$ cat config.mk
export PLATFORM = sky130hd
export DESIGN_NAME = uart_frame_tx
export DESIGN_NICKNAME = d
export VERILOG_FILES = /design/src/rtl/uart_ftx_pkg.sv /design/src/rtl/uart_ftx_fifo.sv /design/src/rtl/uart_ftx_framer.sv /design/src/rtl/uart_frame_tx.sv
export SDC_FILE = /design/constraint.sdc
export NUM_CORES = 1
export LEC_CHECK = 0
export BUFFER_PORTS_ARGS = -buffer_cell sky130_fd_sc_hd__buf_4
export CAP_MARGIN = 20
export CORE_MARGIN = 3
export CORE_UTILIZATION = 40
export CTS_CLUSTER_DIAMETER = 60
export DETAILED_ROUTE_END_ITERATION = 16
export PLACE_DENSITY = 0.68
export RECOVER_POWER = 25
export SETUP_SLACK_MARGIN = 0.3
export SLEW_MARGIN = 20
export SYNTH_ARGS = -nofsm -noshare
export SYNTH_HDL_FRONTEND = slang
export SYNTH_SLANG_ARGS = --single-unit
$ cat constraint.sdc
create_clock -name clk -period 3.6 [get_ports clk]
set_input_delay 0.36 -clock clk [delete_from_list [all_inputs] [get_ports clk]]
set_output_delay 0.36 -clock clk [all_outputs]
set_load 0.01 [all_outputs]
$ cat src/rtl/uart_ftx_pkg.sv
package uart_ftx_pkg;

  localparam int CFG_W = 6;

  typedef enum logic [1:0] {
    PAR_ODD   = 2'd0,
    PAR_EVEN  = 2'd1,
    PAR_ZERO  = 2'd2,
    PAR_ONE   = 2'd3
  } par_mode_e;

  // Field positions match the ctrl port: [5:4] mode, [3] parity on,
  // [2] two stop bits, [1] 8-bit data, [0] enable.
  typedef struct packed {
    par_mode_e par_mode;
    logic      par_on;
    logic      two_stop;
    logic      wide;
    logic      enable;
  } tx_cfg_t;

endpackage

$ cat src/rtl/uart_ftx_fifo.sv
module uart_ftx_fifo #(
  parameter int DEPTH  = 16,
  parameter int DATA_W = 8,
  localparam int PTR_W = (DEPTH > 1) ? $clog2(DEPTH) : 1,
  localparam int CNT_W = $clog2(DEPTH + 1)
) (
  input  logic              clk,
  input  logic              rst,
  input  logic              clr,
  input  logic              push,
  input  logic [DATA_W-1:0] push_data,
  input  logic              pop,
  output logic [DATA_W-1:0] head,
  output logic              empty,
  output logic [CNT_W-1:0]  free,
  output logic              ovf
);

  logic [DATA_W-1:0] mem [DEPTH];
  logic [PTR_W-1:0]  wr_ptr_q, rd_ptr_q;
  logic [CNT_W-1:0]  free_q;
  logic              ovf_q;
  logic              wr_ok, rd_ok;

  function automatic logic [PTR_W-1:0] ptr_inc(input logic [PTR_W-1:0] p);
    return (p == PTR_W'(DEPTH - 1)) ? '0 : p + 1'b1;
  endfunction

  assign empty = (free_q == CNT_W'(DEPTH));
  assign wr_ok = push && !clr && (free_q != '0);
  assign rd_ok = pop && !clr && !empty;

  // Storage without reset so it can map to distributed RAM.
  always_ff @(posedge clk) begin
    if (wr_ok) mem[wr_ptr_q] <= push_data;
  end

  always_ff @(posedge clk) begin
    if (rst || clr) begin
      wr_ptr_q <= '0;
      rd_ptr_q <= '0;
      free_q   <= CNT_W'(DEPTH);
      ovf_q    <= 1'b0;
    end else begin
      if (wr_ok) wr_ptr_q <= ptr_inc(wr_ptr_q);
      if (rd_ok) rd_ptr_q <= ptr_inc(rd_ptr_q);
      free_q <= free_q - CNT_W'(wr_ok) + CNT_W'(rd_ok);
      if (push && free_q == '0) ovf_q <= 1'b1;
    end
  end

  assign head = mem[rd_ptr_q];
  assign free = free_q;
  assign ovf  = ovf_q;

endmodule

$ cat src/rtl/uart_ftx_framer.sv
module uart_ftx_framer
  import uart_ftx_pkg::*;
#(
  parameter int DATA_W     = 8,
  parameter int OVERSAMPLE = 8,
  localparam int FRAME_W   = DATA_W + 4,
  localparam int LEN_W     = $clog2(FRAME_W + 1),
  localparam int TICK_W    = (OVERSAMPLE > 1) ? $clog2(OVERSAMPLE) : 1
) (
  input  logic              clk,
  input  logic              rst,
  input  logic              tick,
  input  tx_cfg_t           cfg,
  input  logic              empty,
  input  logic [DATA_W-1:0] head,
  output logic              pop,
  output logic              line,
  output logic              busy
);

  logic               active_q, line_q;
  logic [TICK_W-1:0]  tick_q;
  logic [FRAME_W-1:0] sr_q;
  logic [LEN_W-1:0]   left_q;

  logic [FRAME_W-1:0] frm;
  logic [LEN_W-1:0]   frm_len;
  logic               xr, pbit;
  logic [LEN_W-1:0]   ndata;
  logic               bit_end, last_bit, start;

  // Build the whole frame at take time; unused upper positions stay high.
  always_comb begin
    ndata = cfg.wide ? LEN_W'(DATA_W) : LEN_W'(DATA_W - 1);
    xr    = 1'b0;
    frm   = '1;
    frm[0] = 1'b0;
    for (int i = 0; i < DATA_W; i++) begin
      if (LEN_W'(i) < ndata) begin
        frm[i + 1] = head[i];
        xr         = xr ^ head[i];
      end
    end
    unique case (cfg.par_mode)
      PAR_ODD:  pbit = ~xr;
      PAR_EVEN: pbit = xr;
      PAR_ZERO: pbit = 1'b0;
      default:  pbit = 1'b1;
    endcase
    for (int j = 1; j < FRAME_W; j++) begin
      if (cfg.par_on && LEN_W'(j) == ndata + 1'b1) frm[j] = pbit;
    end
    frm_len = ndata + LEN_W'(2) + LEN_W'(cfg.par_on) + LEN_W'(cfg.two_stop);
  end

  assign bit_end  = tick && active_q && (tick_q == TICK_W'(OVERSAMPLE - 1));
  assign last_bit = (left_q == '0);
  assign start    = cfg.enable && tick && !empty &&
                    (!active_q || (bit_end && last_bit));

  always_ff @(posedge clk) begin
    if (rst) begin
      active_q <= 1'b0;
      line_q   <= 1'b1;
      tick_q   <= '0;
      sr_q     <= '1;
      left_q   <= '0;
    end else if (!cfg.enable) begin
      active_q <= 1'b0;
      line_q   <= 1'b1;
      tick_q   <= '0;
    end else if (start) begin
      active_q <= 1'b1;
      line_q   <= frm[0];
      sr_q     <= frm >> 1;
      left_q   <= frm_len - 1'b1;
      tick_q   <= '0;
    end else if (tick && active_q) begin
      if (bit_end) begin
        tick_q <= '0;
        if (last_bit) begin
          active_q <= 1'b0;
          line_q   <= 1'b1;
        end else begin
          line_q <= sr_q[0];
          sr_q   <= {1'b1, sr_q[FRAME_W-1:1]};
          left_q <= left_q - 1'b1;
        end
      end else begin
        tick_q <= tick_q + 1'b1;
      end
    end
  end

  assign pop  = start;
  assign line = line_q;
  assign busy = active_q;

endmodule

$ cat src/rtl/uart_frame_tx.sv
module uart_frame_tx
  import uart_ftx_pkg::*;
#(
  parameter int DEPTH      = 16,
  parameter int DATA_W     = 8,
  parameter int OVERSAMPLE = 8,
  localparam int CNT_W     = $clog2(DEPTH + 1)
) (
  input  logic              clk,
  input  logic              rst,
  input  logic              tick_en,
  input  logic [CFG_W-1:0]  ctrl,
  input  logic              wr_en,
  input  logic [DATA_W-1:0] wr_data,
  input  logic              fifo_clr,
  input  logic              brk,
  output logic              txd,
  output logic              tx_busy,
  output logic [CNT_W-1:0]  free_cnt,
  output logic              tx_ovf
);

  tx_cfg_t           cfg;
  logic [DATA_W-1:0] head;
  logic              empty, pop, line;
  logic              txd_q;

  assign cfg = tx_cfg_t'(ctrl);

  uart_ftx_fifo #(.DEPTH(DEPTH), .DATA_W(DATA_W)) fifo_i (
    .clk(clk), .rst(rst), .clr(fifo_clr),
    .push(wr_en), .push_data(wr_data), .pop(pop),
    .head(head), .empty(empty), .free(free_cnt), .ovf(tx_ovf)
  );

  uart_ftx_framer #(.DATA_W(DATA_W), .OVERSAMPLE(OVERSAMPLE)) framer_i (
    .clk(clk), .rst(rst), .tick(tick_en), .cfg(cfg),
    .empty(empty), .head(head), .pop(pop), .line(line), .busy(tx_busy)
  );

  always_ff @(posedge clk) begin
    if (rst) txd_q <= 1'b1;
    else     txd_q <= line & ~brk;
  end

  assign txd = txd_q;

endmodule

==> metrics.md <==
| Metric | Value |
|---|---|
| Syn avg cell area | 16.1 um^2 |
| Synth Cell Area | 7050 um^2 |
| Outcome | completed |
| GRT Overall Usage | 0.151 |
| Hold slack final | 0.177 ns |
| Post-DP HPWL | 8970 um |
| Critical path fanouts, max | 15 |
| Worst Path Class, Setup | flip-flop to flip-flop |
| Crit path max-delay family | multiplexers |
| Hold Path Depth | 3 |
| Die width | 139 um |
| Largest net degree at the start of global routing | 28 |
| Slowest-stage cell, CP | mux4_1 |
| Met2 usage | 0.257 |
| Distinct cells, synth | 47 |
| Via count of the first global-routing pass | 3922 |
| DRC | 0 |
| Grt met1 use | 0.185 |
| Slew Limit Headroom | 0.516 |
| CTS resizes | 0 |
| Reg2Reg Capture Point | framer_i.sr_q[8] |
| Clk buf depth | 2 |
| Detail Route Antenna Nets | 0 |
| Worst Min Path Start | wr_en |
| DR vias | 3815 |
| Fillers | 1426 |
| Ys async rst share | 0 |
| Psw | 0.000910 W |
| Reg-to-reg slack, setup | 0.65 ns |
| Total Nets Final | 529 |
| Post CTS Setup Buffer Count | 0 |
| Switching share of power | 0.218 |
| Worst hold path endpoint | fifo_i.ovf |
| Routed wire length | 13800 um |
| Sequential cell fraction of total power | 0.512 |
| Internal Pwr Total | 0.00327 W |
| Total power | 0.00418 W |
| Combinational share of power | 0.067 |
| Post-synth EDFFs | 128 |
| Layout cells sized above 1 | 0.188 |
| Hold Path Class | input port to flip-flop |
| Via density | 5.29 |
| VDD IR-drop max | 0.278 mV |
| I/O pin count | 28 |
| Num Clock Sinks | 168 |
| P_leak | 2.86 nW |
| Most common cell after layout, fill and taps aside | edfxtp_1 |
| First-pass GRT wire length | 21900 um |
| Post-Route Setup TNS | 0 ns |
| Die area | 19300 um^2 |
| Pre-antenna DRT Iters | 4 |
| Hold Vio Cnt, Final | 0 |
| Crit path buf inv count | 1 |
| CTS tree | yes |
| Slew Limit Fails | 0 |
| YS warnings | 0 |
| Post-layout minimum cycle time | 2.95 ns |
| H-tree depth | 4 |
| Commonest cells after routing, fill and taps aside | edfxtp_1, buf_4, nor2_1, dfxtp_1, nand2_1 |
| Layout area overhead | 15.2% |
| CP Data Arrival Time | 3.31 ns |
| Most used cell, CP | mux2i_1 |
| Die Y-Extent | 139 um |
| TritonCTS Buffers | 17 |
| Final GP Congestion | 0.762 |
| # rows | 47 |
| Max Clock Freq | 339 MHz |
| Total congestion overflow | 0 |
| Max-cap violations | 0 |
| Dpl ws | 0.475 ns |
| Startpoint Class | flip-flop |
| Synth Register Bits | 168 |
| Clock transition at the registers of the reported paths | 0.07 ns |
| Worst-Skew Late Latency | 0.42 ns |
| Final Cycle Share | 0.818 |
| R2R depth | 9 |
| # port buffers | 27 |
| Root Driver | clkbuf_16 |
| Clk_skew | 0.0136 ns |
| Initial core utilization | 0.417 |
| Crit path cell chain | buf_4, mux4_1, mux2i_1, mux2_2, xor2_1, xnor3_1, mux2i_1, a21oi_1, o211ai_2 |
| Critical path's largest stage delay | 0.60 ns |
| Core footprint | 16900 um^2 |
| PD cells | 515 nW/um^2 |
| Avg WL per Cell | 19.1 um |
| Clock power share | 0.421 |
| Pin slew with the least headroom to its limit | 0.725 ns |
| Antenna violations before repair | 0 |
| Setup violators final | 0 |
| Hold buffers post-CTS | 0 |
| RSZ-0062 raised after global routing | false |
| Synthesized net count | 479 |
| # diodes | 0 |
| GR Util met3 | 0.0400 |
| Cells after synthesis | 439 |
| Top_reg_cell synth | edfxtp_1 |
| Sequential area share after synthesis | 0.658 |
| Final worst slack | 0.654 ns |
| Worst setup EP type | flip-flop |
| WP data required | 3.96 ns |
| Most Crowded Layer GR | met2 |
| Iteration-0 DRC Markers | 208 |
-- registers in the layout, indices dropped and copies added, names as in the netlist, named ones only --
register and cells:
framer_i.busy 1, fifo_i.free 5, framer_i.tick_q 3, framer_i.sr_q 12, fifo_i.wr_ptr_q 4, framer_i.line 1
txd 1, fifo_i.rd_ptr_q 4, framer_i.left_q 4, fifo_i.mem 128, fifo_i.ovf 1
-- power groups by stage --
stage	registers [W]	logic [W]	clock network, W
4_1_cts	0.00214	0.000286	0.00180
3_5_place_dp	0.00218	0.000284	0
2_1_floorplan	0.00218	0.000187	0
5_1_grt	0.00215	0.000314	0.00189
6_report	0.00214	0.000280	0.00176
3_3_place_gp	0.00218	0.000276	0
-- stage by stage --
stage	cells	instance area (um^2)	util
after floorplan	439	7050	-
after global placement	690	7580	0.447
after detailed placement	690	7580	0.447
after CTS	721	8150	0.481
after global routing	721	8130	0.480
final	721	8130	0.480
-- kinds of logic (layout without fill, tap and decap cells) --
logic type | Yosys count | after routing | share of synthesized area
flops | 168 | 168 | 0.658
simple gates | 99 | 99 | 0.0621
mux | 52 | 52 | 0.149
compound gates | 49 | 49 | 0.0456
buf+inv | 37 | 99 | 0.0271
fa+ha+maj | 20 | 20 | 0.0376
xor+xnor | 14 | 14 | 0.0204
-- cells in the mapped netlist, types with 2 or more instances --
library cell / count / area share
mux4_2: 12 / 0.038
a311oi_1: 2 / 0.0025
mux2i_1: 13 / 0.018
nand2b_1: 6 / 0.0053
o21bai_1: 3 / 0.0032
nor3_1: 10 / 0.0071
clkbuf_1: 8 / 0.0043
fa_1: 2 / 0.0057
a211oi_1: 2 / 0.0021
a21o_1: 2 / 0.0021
edfxtp_1: 128 / 0.54
mux2_2: 4 / 0.0064
a31oi_1: 2 / 0.0018
buf_12: 2 / 0.0057
buf_1: 2 / 0.0011
inv_1: 18 / 0.0096
ha_1: 18 / 0.032
a221oi_1: 8 / 0.0099
xnor2_1: 5 / 0.0062
a21oi_1: 17 / 0.012
dfxtp_1: 40 / 0.11
and2_1: 2 / 0.0018
nor2_1: 39 / 0.021
nand2_1: 30 / 0.016
buf_2: 4 / 0.0028
xor2_1: 7 / 0.0087
buf_6: 2 / 0.0032
nand3_1: 3 / 0.0021
o21ai_0: 2 / 0.0014
o21ai_1: 7 / 0.0050
mux4_1: 23 / 0.086
-- worst max-delay path by stage --
stage | startpoint | endpoint | slack [ns] | depth (start not counted)
3_5_place_dp | flip-flop | framer_i.sr_q[8] | 0.47 | 9
6_report | flip-flop | framer_i.sr_q[8] | 0.65 | 9
2_1_floorplan | framer_i.tick_q[0] | fifo_i.free[4] | 0.96 | 16
5_1_grt | fifo_i.free[2] | fifo_i.free[4] | 0.42 | 16
4_1_cts | flip-flop | framer_i.sr_q[8] | 0.41 | 9
3_3_place_gp | flip-flop | framer_i.sr_q[8] | 0.56 | 9
-- tightest hold or removal path, stage by stage --
cell and delay [ns]:
buf_4 0.08, a21oi_1 0.05, nor2_1 0.07
-- layer usage --
layer  part of all wire  vias up
li1                   -     1798
met1               0.41     1897
met2               0.51      107
met3              0.066       13
met4              0.013        0
met5                  0        -
-- area by class of cell --
cell class / count / area, um^2 / share of cell area
tap: 220 / 275 / 0.0339
sequential: 168 / 4650 / 0.572
clock buffer: 18 / 429 / 0.0528
timing repair buffer: 49 / 345 / 0.0425
inverter: 19 / 71.3 / 0.00877
clock inverter: 13 / 143 / 0.0175
multi-input combinational: 234 / 2220 / 0.273
No activity file was read; power rests on OpenSTA's default activity.
